File: config.mk
export PLATFORM = sky130hd
export DESIGN_NAME = pdseq_top
export DESIGN_NICKNAME = d
export VERILOG_FILES = /design/src/rtl/pdseq_pkg.sv /design/src/rtl/pdseq_sync.sv /design/src/rtl/pdseq_cycle_cnt.sv /design/src/rtl/pdseq_gate.sv /design/src/rtl/pdseq_top.sv
export SDC_FILE = /design/constraint.sdc
export NUM_CORES = 1
export LEC_CHECK = 0
export ABC_AREA = 1
export BUFFER_PORTS_ARGS = -buffer_cell sky130_fd_sc_hd__buf_2
export CAP_MARGIN = 20
export CORE_ASPECT_RATIO = 1.75
export CORE_MARGIN = 10
export CORE_UTILIZATION = 35
export DETAILED_ROUTE_END_ITERATION = 12
export PLACE_DENSITY = 0.63
export REMOVE_ABC_BUFFERS = 1
export SLEW_MARGIN = 20
export SYNTH_ARGS = -nofsm -noshare
export SYNTH_HDL_FRONTEND = slang
export SYNTH_HIERARCHICAL = 1
export SYNTH_SLANG_ARGS = --single-unit
File: constraint.sdc
create_clock -name clk -period 2.44 [get_ports clk]
set_clock_uncertainty 0.15 [all_clocks]
set_input_delay 0.366 -clock clk [delete_from_list [all_inputs] [get_ports clk]]
set_output_delay 0.366 -clock clk [all_outputs]
set_load 0.005 [all_outputs]
File: src/rtl/pdseq_pkg.sv
package pdseq_pkg;

  typedef enum logic [1:0] {
    ST_RUN     = 2'd0,
    ST_PARK    = 2'd1,
    ST_OSC_OFF = 2'd2,
    ST_WAKE    = 2'd3
  } pd_state_e;

  localparam int NUM_GRP   = 6;
  localparam int GRP_HOST  = 0;
  localparam int GRP_MID66 = 1;
  localparam int GRP_PCI   = 2;
  localparam int GRP_PCIF  = 3;
  localparam int GRP_REF   = 4;
  localparam int GRP_USB48 = 5;

endpackage

File: src/rtl/pdseq_sync.sv
module pdseq_sync #(
  parameter int              WIDTH   = 1,
  parameter logic [WIDTH-1:0] RST_VAL = '1
) (
  input  logic             clk,
  input  logic             rst_n,
  input  logic [WIDTH-1:0] async_in,
  output logic [WIDTH-1:0] sync_out
);

  logic [WIDTH-1:0] stage1_q;
  logic [WIDTH-1:0] stage2_q;

  always_ff @(posedge clk or negedge rst_n) begin
    if (!rst_n) begin
      stage1_q <= RST_VAL;
      stage2_q <= RST_VAL;
    end else begin
      stage1_q <= async_in;
      stage2_q <= stage1_q;
    end
  end

  assign sync_out = stage2_q;

endmodule

File: src/rtl/pdseq_cycle_cnt.sv
module pdseq_cycle_cnt #(
  parameter int LIMIT = 3,
  localparam int CW   = (LIMIT < 2) ? 1 : $clog2(LIMIT + 1)
) (
  input  logic          clk,
  input  logic          rst_n,
  input  logic          clr,
  input  logic          en,
  output logic [CW-1:0] cnt,
  output logic          at_limit
);

  localparam logic [CW-1:0] LIMIT_V = CW'(LIMIT);

  logic [CW-1:0] cnt_q;
  logic [CW-1:0] cnt_d;

  always_comb begin
    cnt_d = cnt_q;
    if (clr) begin
      cnt_d = '0;
    end else if (en && (cnt_q != LIMIT_V)) begin
      cnt_d = cnt_q + 1'b1;
    end
  end

  always_ff @(posedge clk or negedge rst_n) begin
    if (!rst_n) begin
      cnt_q <= '0;
    end else begin
      cnt_q <= cnt_d;
    end
  end

  assign cnt      = cnt_q;
  assign at_limit = (cnt_q == LIMIT_V);

  p_cnt_saturate_r4: assert property (@(posedge clk) disable iff (!rst_n)
    (cnt_q == LIMIT_V && !clr) |=> (cnt_q == LIMIT_V));

endmodule

File: src/rtl/pdseq_gate.sv
module pdseq_gate
  import pdseq_pkg::*;
(
  input  logic               clk,
  input  logic               rst_n,
  input  pd_state_e          state,
  input  logic               park_done,
  input  logic               host_run_s,
  input  logic               pci_run_s,
  output logic [NUM_GRP-1:0] out_en,
  output logic               vco_en,
  output logic               xtal_en,
  output logic               ready
);

  logic in_run;
  logic slow_on;

  assign in_run  = (state == ST_RUN);
  assign slow_on = in_run || ((state == ST_PARK) && !park_done);

  always_comb begin
    out_en            = '0;
    out_en[GRP_HOST]  = in_run && host_run_s;
    out_en[GRP_MID66] = in_run && host_run_s;
    out_en[GRP_PCI]   = in_run && pci_run_s;
    out_en[GRP_PCIF]  = in_run;
    out_en[GRP_REF]   = slow_on;
    out_en[GRP_USB48] = slow_on;
  end

  assign vco_en  = (state != ST_OSC_OFF);
  assign xtal_en = (state != ST_OSC_OFF);
  assign ready   = in_run;

  // stop inputs cannot raise enables outside normal operation
  p_quiet_outside_run_r10: assert property (@(posedge clk) disable iff (!rst_n)
    (state == ST_OSC_OFF || state == ST_WAKE) |-> (out_en == '0));

  // free-running and slow groups ignore the stop requests
  p_free_groups_run_r9: assert property (@(posedge clk) disable iff (!rst_n)
    in_run |-> (out_en[GRP_PCIF] && out_en[GRP_REF] && out_en[GRP_USB48]));

endmodule

File: src/rtl/pdseq_top.sv
module pdseq_top
  import pdseq_pkg::*;
#(
  parameter int PARK_CYC   = 3,
  parameter int SETTLE_CYC = 40000
) (
  input  logic       clk,
  input  logic       rst_n,
  input  logic       pd_req_n,
  input  logic       host_stop_n,
  input  logic       pci_stop_n,
  output logic [5:0] out_en,
  output logic       vco_en,
  output logic       xtal_en,
  output logic       ready
);

  localparam int SETTLE_LIM = SETTLE_CYC - 1;
  localparam int PCW        = (PARK_CYC < 2) ? 1 : $clog2(PARK_CYC + 1);
  localparam int SCW        = (SETTLE_LIM < 2) ? 1 : $clog2(SETTLE_LIM + 1);

  logic [2:0] sync_vec;
  logic       pd_idle_s;
  logic       host_run_s;
  logic       pci_run_s;

  pd_state_e  state_q;
  pd_state_e  state_d;

  logic [PCW-1:0] park_cnt;
  logic           park_done;
  logic [SCW-1:0] settle_cnt;
  logic           settle_done;

  logic [NUM_GRP-1:0] en_vec;

  pdseq_sync #(
    .WIDTH   (3),
    .RST_VAL (3'b111)
  ) u_sync (
    .clk      (clk),
    .rst_n    (rst_n),
    .async_in ({pci_stop_n, host_stop_n, pd_req_n}),
    .sync_out (sync_vec)
  );

  assign pd_idle_s  = sync_vec[0];
  assign host_run_s = sync_vec[1];
  assign pci_run_s  = sync_vec[2];

  pdseq_cycle_cnt #(
    .LIMIT (PARK_CYC)
  ) u_park_cnt (
    .clk      (clk),
    .rst_n    (rst_n),
    .clr      (state_q != ST_PARK),
    .en       (state_q == ST_PARK),
    .cnt      (park_cnt),
    .at_limit (park_done)
  );

  pdseq_cycle_cnt #(
    .LIMIT (SETTLE_LIM)
  ) u_settle_cnt (
    .clk      (clk),
    .rst_n    (rst_n),
    .clr      (state_q != ST_WAKE),
    .en       (state_q == ST_WAKE),
    .cnt      (settle_cnt),
    .at_limit (settle_done)
  );

  always_comb begin
    state_d = state_q;
    unique case (state_q)
      ST_RUN: begin
        if (!pd_idle_s) state_d = ST_PARK;
      end
      ST_PARK: begin
        if (pd_idle_s)      state_d = ST_RUN;
        else if (park_done) state_d = ST_OSC_OFF;
      end
      ST_OSC_OFF: begin
        if (pd_idle_s) state_d = ST_WAKE;
      end
      ST_WAKE: begin
        if (!pd_idle_s)       state_d = ST_OSC_OFF;
        else if (settle_done) state_d = ST_RUN;
      end
      default: state_d = ST_OSC_OFF;
    endcase
  end

  always_ff @(posedge clk or negedge rst_n) begin
    if (!rst_n) begin
      state_q <= ST_WAKE;
    end else begin
      state_q <= state_d;
    end
  end

  pdseq_gate u_gate (
    .clk        (clk),
    .rst_n      (rst_n),
    .state      (state_q),
    .park_done  (park_done),
    .host_run_s (host_run_s),
    .pci_run_s  (pci_run_s),
    .out_en     (en_vec),
    .vco_en     (vco_en),
    .xtal_en    (xtal_en),
    .ready      (ready)
  );

  assign out_en = en_vec;

  // oscillators drop only after all outputs were already parked
  p_park_before_osc_r5: assert property (@(posedge clk) disable iff (!rst_n)
    $fell(xtal_en) |-> ((out_en == '0) && ($past(out_en) == '0)));

  p_vco_park_before_off_r5: assert property (@(posedge clk) disable iff (!rst_n)
    $fell(vco_en) |-> ($past(out_en) == '0));

  // ready implies running oscillators
  p_ready_osc_on_r11: assert property (@(posedge clk) disable iff (!rst_n)
    ready |-> (vco_en && xtal_en));

  // no output enable while the oscillators are off
  p_no_output_osc_off_r7: assert property (@(posedge clk) disable iff (!rst_n)
    !vco_en |-> (out_en == '0));

  // release during parking goes straight back to normal operation
  p_abort_park_r6: assert property (@(posedge clk) disable iff (!rst_n)
    (state_q == ST_PARK && pd_idle_s) |=> ready);

  // wake interval bounded by an independent run-length counter
  logic [SCW:0] wake_len_q;
  always_ff @(posedge clk or negedge rst_n) begin
    if (!rst_n) begin
      wake_len_q <= '0;
    end else if (state_q == ST_WAKE) begin
      if (wake_len_q <= (SCW+1)'(SETTLE_CYC)) wake_len_q <= wake_len_q + 1'b1;
    end else begin
      wake_len_q <= '0;
    end
  end

  p_wake_bounded_r7: assert property (@(posedge clk) disable iff (!rst_n)
    wake_len_q <= (SCW+1)'(SETTLE_CYC));

endmodule

==> summary.md, run 1 <==
| Metric | Value |
|---|---|
| Final TNS setup | `0 ps` |
| Final routed DRC violation total | `0` |
| Aggregate global routing overflow | `0` |
| Fill cell total of the finished layout | `approximately 480` |
| Root buffer cell | `sky130_fd_sc_hd__clkbuf_8` |
| RSZ-0062 raised after global routing | `false` |
| Total vias in the final route | `1,277` |
| Number of instances in the placed design | `~270` |
| YS warnings | `6` |
| Max Root-Sink Buffers | `2` |
| H-tree lvl count | `1` |
| Wire length reported by the detailed router | `3250 um` |
| Distinct cell type count after synthesis | `24` |
| Worst hold path type | `in -> reg` |
| Largest net degree at the start of global routing | `27` |
| Fmax achieved | `524 MHz` |
| Latest clock arrival within the worst-skew pair | `280 ps` |
| Routed wire per std cell | `11.9 um` |
| Setup-violating endpoint count in the final report | `0` |
| Area of the core | `0.00419 sq mm` |
| I/O Pins | `14` |
| Slew Viols, Final | `0` |
| Initial core utilization | `36.7%` |
| Post-synthesis register bit count | `26` |
| Half-perimeter wire length after detailed placement | `between 2000 and 2500 um` |
| Leakage power | `0.823 nW` |
| Post-Layout Cell Count | `273` |
| Status | `finished clean` |
| Share of power burned in the clock network | `20.8%` |
| PwrDens | `735 mW/mm^2` |
| Floorplan die area | `between 0.007 and 0.008 sq mm` |
| Share of cells above drive strength 1 | `17.0%` |
| P&R area growth vs syn | `7.56%` |
| Post-place setup slack | `543 ps` |
| Number of cells produced by synthesis | `214` |
| Post-Synthesis Mean Instance Area | `7.19 sq um` |
| Required arrival time at the worst endpoint | `2450 ps` |
| Count of inserted antenna diode cells | `0` |
| Transition time of the tightest slew-check pin | `approximately 600 ps` |
| PnR Total Power | `about 1.2 mW` |
| Final critical-path required period | `1910 ps` |
| Antenna violations before repair | `0` |
| DRT antenna net count | `0` |
| Starting DRT DRC Count | `75` |
| Number of global-route vias before repair | `1,350` |
| Critical path endpoint category | `flop` |
| Net switching power | `477 uW` |
| Global-route wire length before repair | `5720 um` |
| Proportion of power drawn by combinational gates | `roughly a third` |
| Worst slew margin relative to its limit | `60.9%` |
| Setup slack of the most critical reg-to-reg path | `530 ps` |
| Worst-path fanout max | `14` |
| Relative contribution of sequential cells to total power | `44.2%` |
| Crit path DAT | `roughly 1900 ps` |
| Setup WS post-layout | `532 ps` |
| Critical path startpoint category | `flop` |
| Nets | `232` |
| Ratio of final minimum period to clock period | `approximately four fifths` |
| Last weighted congestion value of the routability-driven placer | `between 0.8 and 0.9` |
| Number of gates given a new drive strength after cts | `0` |
| Sw Ratio | `39.2%` |
| Flip-flop and latch area | `661 sq um` |
| IR Drop Worst-Case VDD | `roughly 0.42 mV` |
| Total GRT Usage | `9.14%` |
| Clk slew on worst S/H paths | `90 ps` |
| Port Buffer Count | `13` |
| Internal Dissipation | `739 uW` |
| Sinks on Clock Net | `26` |
| Worst hold margin | `~22 ps` |
| Width of the chip | `70.1 um` |
| Initial DRT Pass Iterations | `4` |
| Multi-input logic area | `696 sq um` |
| Y dimension of the die | `108 um` |
| Mapped cell area | `roughly 0.0015 sq mm` |
| Clock tree from TritonCTS | `yes` |
| Number of buffers added by the clock tree synthesis step | `3` |
| Crit path kind | `reg -> reg` |
| Std-Cell Rows | `31` |
| Routed via count divided by cell count | `4.68` |
| Part of the Yosys area used for sequential elements | `42.9%` |
| Hold Vio Cnt, Final | `0` |
| Max capacitance violation total | `0` |
through the flow:
| stage | instance area, sq um | utilization, % |
|---|---|---|
| finish | 1660 | 39.5 |
| global route | 1660 | 39.5 |
| CTS | 1660 | 39.5 |
| detailed placement | 1600 | 38.2 |
| global placement | 1600 | 38.2 |
| floorplan | 1470 | - |
registers in the layout (all words and copies together), names as in the netlist, named ones only:
register / cells
u_sync/sync_out: 3
u_settle_cnt/cnt: 16
u_sync/stage1_q: 3
u_park_cnt/cnt: 2
state_q: 1
per-layer routing:
layer  share of wire (%)  up-vias  GRT usage, %  wire length, um
met5                   0        -             0                0
met4                 2.1        0          5.24               68
met3                 4.4        5          2.40              144
met2                  55       17          17.2             1790
met1                  39      573          8.56             1250
li1                    -      682             -                -
path summary, 6_finish.rpt:
check                                              endpoint  cells past startpoint                            start
hold / removal                 u_sync/stage1_q[0]$_DFF_PN1_                      1                         pd_req_n
min in group asynchronous     u_park_cnt/cnt[0]$_DFFE_PN0P_                      2                            rst_n
setup reg to reg           u_settle_cnt/cnt[14]$_DFFE_PN0P_                      9  u_settle_cnt/cnt[0]$_DFFE_PN0P_
max in group asynchronous  u_settle_cnt/cnt[14]$_DFFE_PN0P_                      2                            rst_n
hold reg to reg                u_sync/sync_out[2]$_DFF_PN1_                      0     u_sync/stage1_q[2]$_DFF_PN1_
setup / recovery           u_settle_cnt/cnt[14]$_DFFE_PN0P_                      9  u_settle_cnt/cnt[0]$_DFFE_PN0P_
placed cells by master, fill, tap and decap left out, types with 2 or more instances in the layout:
master                     netlist  layout
sky130_fd_sc_hd__o21ai_0         3       3
sky130_fd_sc_hd__clkinv_1        3       3
sky130_fd_sc_hd__nor2_1         26      26
sky130_fd_sc_hd__inv_2           4       4
sky130_fd_sc_hd__a21oi_1         9       9
sky130_fd_sc_hd__buf_2           1      13
sky130_fd_sc_hd__dfrtp_1        18      18
sky130_fd_sc_hd__nand2_1        62      62
sky130_fd_sc_hd__nand2_2         4       4
sky130_fd_sc_hd__inv_1          23      23
sky130_fd_sc_hd__xor2_1          4       4
sky130_fd_sc_hd__ha_1            2       2
sky130_fd_sc_hd__clkbuf_8        0       3
sky130_fd_sc_hd__nor2_2          2       2
sky130_fd_sc_hd__nand4_1         6       6
sky130_fd_sc_hd__o21ai_1         4       4
sky130_fd_sc_hd__dfstp_2         8       8
sky130_fd_sc_hd__nand3_1        23      23
layout make-up:
type,count,area share (%)
multi-input combinational,149,42.0
sequential,26,39.9
inverter,31,7.11
timing repair buffer,14,4.54
tap,49,3.70
clock buffer,4,2.72
power by group through the flow:
stage	Combinational, mW	Clock [mW]	Sequential [mW]
floorplan	0.289	0	0.535
global placement	0.423	0	0.543
detailed placement	0.433	0	0.545
CTS	0.435	0.264	0.538
global route	0.495	0.275	0.546
finish	0.425	0.253	0.538
repair_timing:
| action | in CTS | in global routing |
|---|---|---|
| hold buffers | 1 | 0 |
| buffers inserted | 0 | 0 |
| endpoints found under the hold margin | 18 | 0 |
cells by family (layout without fill, tap and decap cells):
| group | count (synthesis) | after routing | share of synthesized area [%] |
|---|---|---|---|
| simple gates | 126 | 126 | 35.6 |
| flops | 26 | 26 | 42.9 |
| fa+ha+maj | 2 | 2 | 1.63 |
| buf+inv | 39 | 49 | 11.9 |
| xor+xnor | 4 | 4 | 2.28 |
| compound gates | 17 | 17 | 5.69 |
Yosys cell counts (all sizes together):
cell type / number / area, sq um
a21oi: 9 / 45.0
dfstp: 8 / 210
xor2: 4 / 35.0
clkinv: 4 / 16.3
or2: 1 / 6.26
a21boi: 1 / 7.51
buf: 8 / 65.1
nand4: 6 / 37.5
dfrtp: 18 / 450
nand3: 24 / 125
o21ai: 7 / 35.0
nand2: 66 / 258
inv: 27 / 101
ha: 2 / 25.0
nor2: 29 / 121
critical path, cell delays in order (launching register included):
cell                       delay, ps
sky130_fd_sc_hd__dfrtp_1         420
sky130_fd_sc_hd__ha_1            250
sky130_fd_sc_hd__nand3_2         140
sky130_fd_sc_hd__nor2_2           60
sky130_fd_sc_hd__nand2_1          80
sky130_fd_sc_hd__nand2_1          60
sky130_fd_sc_hd__nand2_2         220
sky130_fd_sc_hd__clkinv_2        240
sky130_fd_sc_hd__nand2_1         100
sky130_fd_sc_hd__nand2_1          60
No activity file was read; power rests on OpenSTA's default activity.
==> inputs of run 2 (changes only) <==
Clock period 2.44 ns to 2 ns, I/O delays scaled along.
==> summary.md, run 2 (synthesis results as in run 1) <==
| Metric | Value |
|---|---|
| PnR Total Power | `1.53 mW (+26%)` |
| Nets | `240 (+3.4%)` |
| Most frequent cells in the layout | `sky130_fd_sc_hd__nand2_1 (62), sky130_fd_sc_hd__nor2_1 (26), sky130_fd_sc_hd__inv_1 (23), sky130_fd_sc_hd__nand3_1 (23), sky130_fd_sc_hd__dfrtp_1 (18)` |
| Share of cells above drive strength 1 | `18.5% (+1.6 points)` |
| Cell depth of the worst min-delay path | `0 (-1)` |
| Routed wire per std cell | `11.7 um (-1.5%)` |
| Internal Dissipation | `941 uW (+27%)` |
| Critical path endpoint category | `flop` |
| Final TNS setup | `0 ps (unchanged)` |
| IR Drop Worst-Case VDD | `0.487 mV (+15%)` |
| Routed via count divided by cell count | `4.76 (+1.8%)` |
| DRT antenna net count | `0 (unchanged)` |
| Net switching power | `593 uW (+24%)` |
| Met1 global-route usage | `9.12% (+0.56 points)` |
| Root buffer cell | `sky130_fd_sc_hd__clkbuf_8` |
| Number of buffers added by the clock tree synthesis step | `3 (unchanged)` |
| RSZ-0062 raised after global routing | `false` |
| P&R area growth vs syn | `12.0%` |
| Setup slack of the most critical reg-to-reg path | `150 ps (-390 ps)` |
| Leakage power | `0.862 nW (+4.6%)` |
| Sinks on Clock Net | `26 (unchanged)` |
| Std-Cell Rows | `31 (unchanged)` |
| Sw Ratio | `38.6% (-0.61 points)` |
| Critical R2R Capture | `u_settle_cnt/cnt[14]$_DFFE_PN0P_` |
| Post-CTS Repair Setup Buffers | `0 (unchanged)` |
| Width of the chip | `70.1 um (unchanged)` |
| Slew Viols, Final | `0 (unchanged)` |
| Initial DRT Pass Iterations | `4 (unchanged)` |
| Max capacitance violation total | `0 (unchanged)` |
| Y dimension of the die | `108 um (unchanged)` |
| Final critical-path required period | `1850 ps (-54.5 ps)` |
| Floorplan die area | `0.00755 sq mm (unchanged)` |
| Total GRT Usage | `9.24% (+0.10 points)` |
| Port Buffer Count | `13 (unchanged)` |
| Worst-path fanout max | `14 (unchanged)` |
| Latest clock arrival within the worst-skew pair | `270 ps (about the same)` |
| Clock tree from TritonCTS | `yes` |
| Relative contribution of sequential cells to total power | `42.8% (-1.4 points)` |
| Antenna violations before repair | `0 (unchanged)` |
| H-tree lvl count | `1 (unchanged)` |
| Crit path kind | `reg -> reg` |
| Last weighted congestion value of the routability-driven placer | `0.849 (-2.4%)` |
| Max reg flops | `16 (unchanged)` |
| Initial core utilization | `36.7% (unchanged)` |
| Fmax achieved | `539 MHz (+2.9%)` |
| Post-place setup slack | `175 ps (-369 ps)` |
| Number of global-route vias before repair | `1,331 (-1.4%)` |
| Count of inserted antenna diode cells | `0 (unchanged)` |
| Global Route met3 Usage | `2.12% (-0.28 points)` |
| Startpoint of the worst-slack reg-to-reg timing path | `u_settle_cnt/cnt[1]$_DFFE_PN0P_` |
| Crit path DAT | `1860 ps (-60 ps)` |
| Share of power burned in the clock network | `19.7% (-1.1 points)` |
| Worst hold path type | `reg -> reg` |
| Status | `finished clean` |
| Number of gates given a new drive strength after cts | `0 (unchanged)` |
| Required arrival time at the worst endpoint | `2010 ps (-440 ps)` |
| Utilization after layout | `41.1% (+1.6 points)` |
| Post-Layout Inst Area | `0.00172 sq mm (+4.1%)` |
| Worst Hold End | `u_sync/sync_out[1]$_DFF_PN1_` |
| Wire length reported by the detailed router | `3300 um (+1.4%)` |
| Total vias in the final route | `1,338 (+4.8%)` |
| Half-perimeter wire length after detailed placement | `2500 um (about the same)` |
| Clk slew on worst S/H paths | `90 ps (about the same)` |
| PwrDens | `890 mW/mm^2 (+21%)` |
| Post-Layout Cell Count | `281 (+2.9%)` |
| Setup-violating endpoint count in the final report | `0 (unchanged)` |
| Worst hold margin | `209 ps (+187 ps)` |
| Proportion of power drawn by combinational gates | `37.5% (+2.6 points)` |
| Worst-case reg-to-reg path depth | `9 (unchanged)` |
| Most common library cell in the layout ignoring fill and taps | `sky130_fd_sc_hd__nand2_1` |
| Met2 capacity usage during global routing | `17.7% (+0.46 points)` |
| Setup WS post-layout | `146 ps (-386 ps)` |
| Starting DRT DRC Count | `38 (-49%)` |
| Hold Vio Cnt, Final | `0 (unchanged)` |
| I/O Pins | `14 (unchanged)` |
| Ratio of final minimum period to clock period | `92.7% (+14 points)` |
| Area of the core | `0.00419 sq mm (unchanged)` |
| Critical path startpoint category | `flop` |
| Global routing's busiest layer | `met2` |
| CTS hold repair buffers | `4 (+3)` |
| Aggregate global routing overflow | `0 (unchanged)` |
| Final routed DRC violation total | `0 (unchanged)` |
| Startpoint of the worst hold path | `u_sync/stage1_q[1]$_DFF_PN1_` |
| Placement Cell Area | `0.00164 sq mm (+2.3%)` |
| Transition time of the tightest slew-check pin | `563 ps (-23.9 ps)` |
| Max Root-Sink Buffers | `2 (unchanged)` |
| Largest net degree at the start of global routing | `27 (unchanged)` |
| Worst slew margin relative to its limit | `62.5% (+1.6 points)` |
| Global-route wire length before repair | `5850 um (+2.3%)` |
| Number of instances in the placed design | `273 (+1.9%)` |
## run 2: cell types whose count changed in the layout (fill, tap and decap cells not counted)
cell                            before  now
sky130_fd_sc_hd__buf_4               0    5
sky130_fd_sc_hd__dlygate4sd3_1       1    4
## run 2: critical path: stages (launching register included)
cell	delay, ps
sky130_fd_sc_hd__dfrtp_1	420
sky130_fd_sc_hd__ha_1	230
sky130_fd_sc_hd__nand3_2	120
sky130_fd_sc_hd__nor2_2	60
sky130_fd_sc_hd__nand2_1	80
sky130_fd_sc_hd__nand2_1	60
sky130_fd_sc_hd__nand2_2	230
sky130_fd_sc_hd__clkinv_2	230
sky130_fd_sc_hd__nand2_1	100
sky130_fd_sc_hd__nand2_1	60
## run 2: cell type report
class | instances | area [sq um]
inverters | 31 | 118
clock buffers | 4 | 45.0
well taps | 49 | 61.3
flip-flops and latches | 26 | 661
repair buffers | 22 | 143
fillers | 451 | 2470
multi-input cells | 149 | 696
## run 2: worst max-delay path by stage
| stage | slack (ps) | depth (start not counted) | to | startpoint |
|---|---|---|---|---|
| final | 150 | 9 | u_settle_cnt/cnt[14]$_DFFE_PN0P_ | u_settle_cnt/cnt[1]$_DFFE_PN0P_ |
| after global routing | 5 | 9 | u_settle_cnt/cnt[11]$_DFFE_PN0P_ | u_settle_cnt/cnt[1]$_DFFE_PN0P_ |
| after CTS | 160 | 9 | u_settle_cnt/cnt[14]$_DFFE_PN0P_ | u_settle_cnt/cnt[1]$_DFFE_PN0P_ |
| after detailed placement | 170 | 9 | u_settle_cnt/cnt[8]$_DFFE_PN0P_ | u_settle_cnt/cnt[1]$_DFFE_PN0P_ |
| after global placement | 200 | 9 | u_settle_cnt/cnt[14]$_DFFE_PN0P_ | u_settle_cnt/cnt[0]$_DFFE_PN0P_ |
| after floorplan | 400 | 9 | u_settle_cnt/cnt[15]$_DFFE_PN0P_ | u_settle_cnt/cnt[0]$_DFFE_PN0P_ |
## run 2: per-layer routing
metal | part of all wire, % | vias to the layer above
met1 | 39 | 615
met3 | 4.0 | 6
met2 | 55 | 19
li1 | - | 698
met4 | 2.1 | 0
met5 | 0 | -
## run 2: power by group through the flow
| stage | clock, mW | sequential, mW | combinational [mW] |
|---|---|---|---|
| 2_1_floorplan | 0 | 0.652 | 0.352 |
| 3_3_place_gp | 0 | 0.665 | 0.566 |
| 3_5_place_dp | 0 | 0.666 | 0.571 |
| 4_1_cts | 0.319 | 0.656 | 0.579 |
| 5_1_grt | 0.337 | 0.670 | 0.662 |
| 6_report | 0.302 | 0.656 | 0.576 |
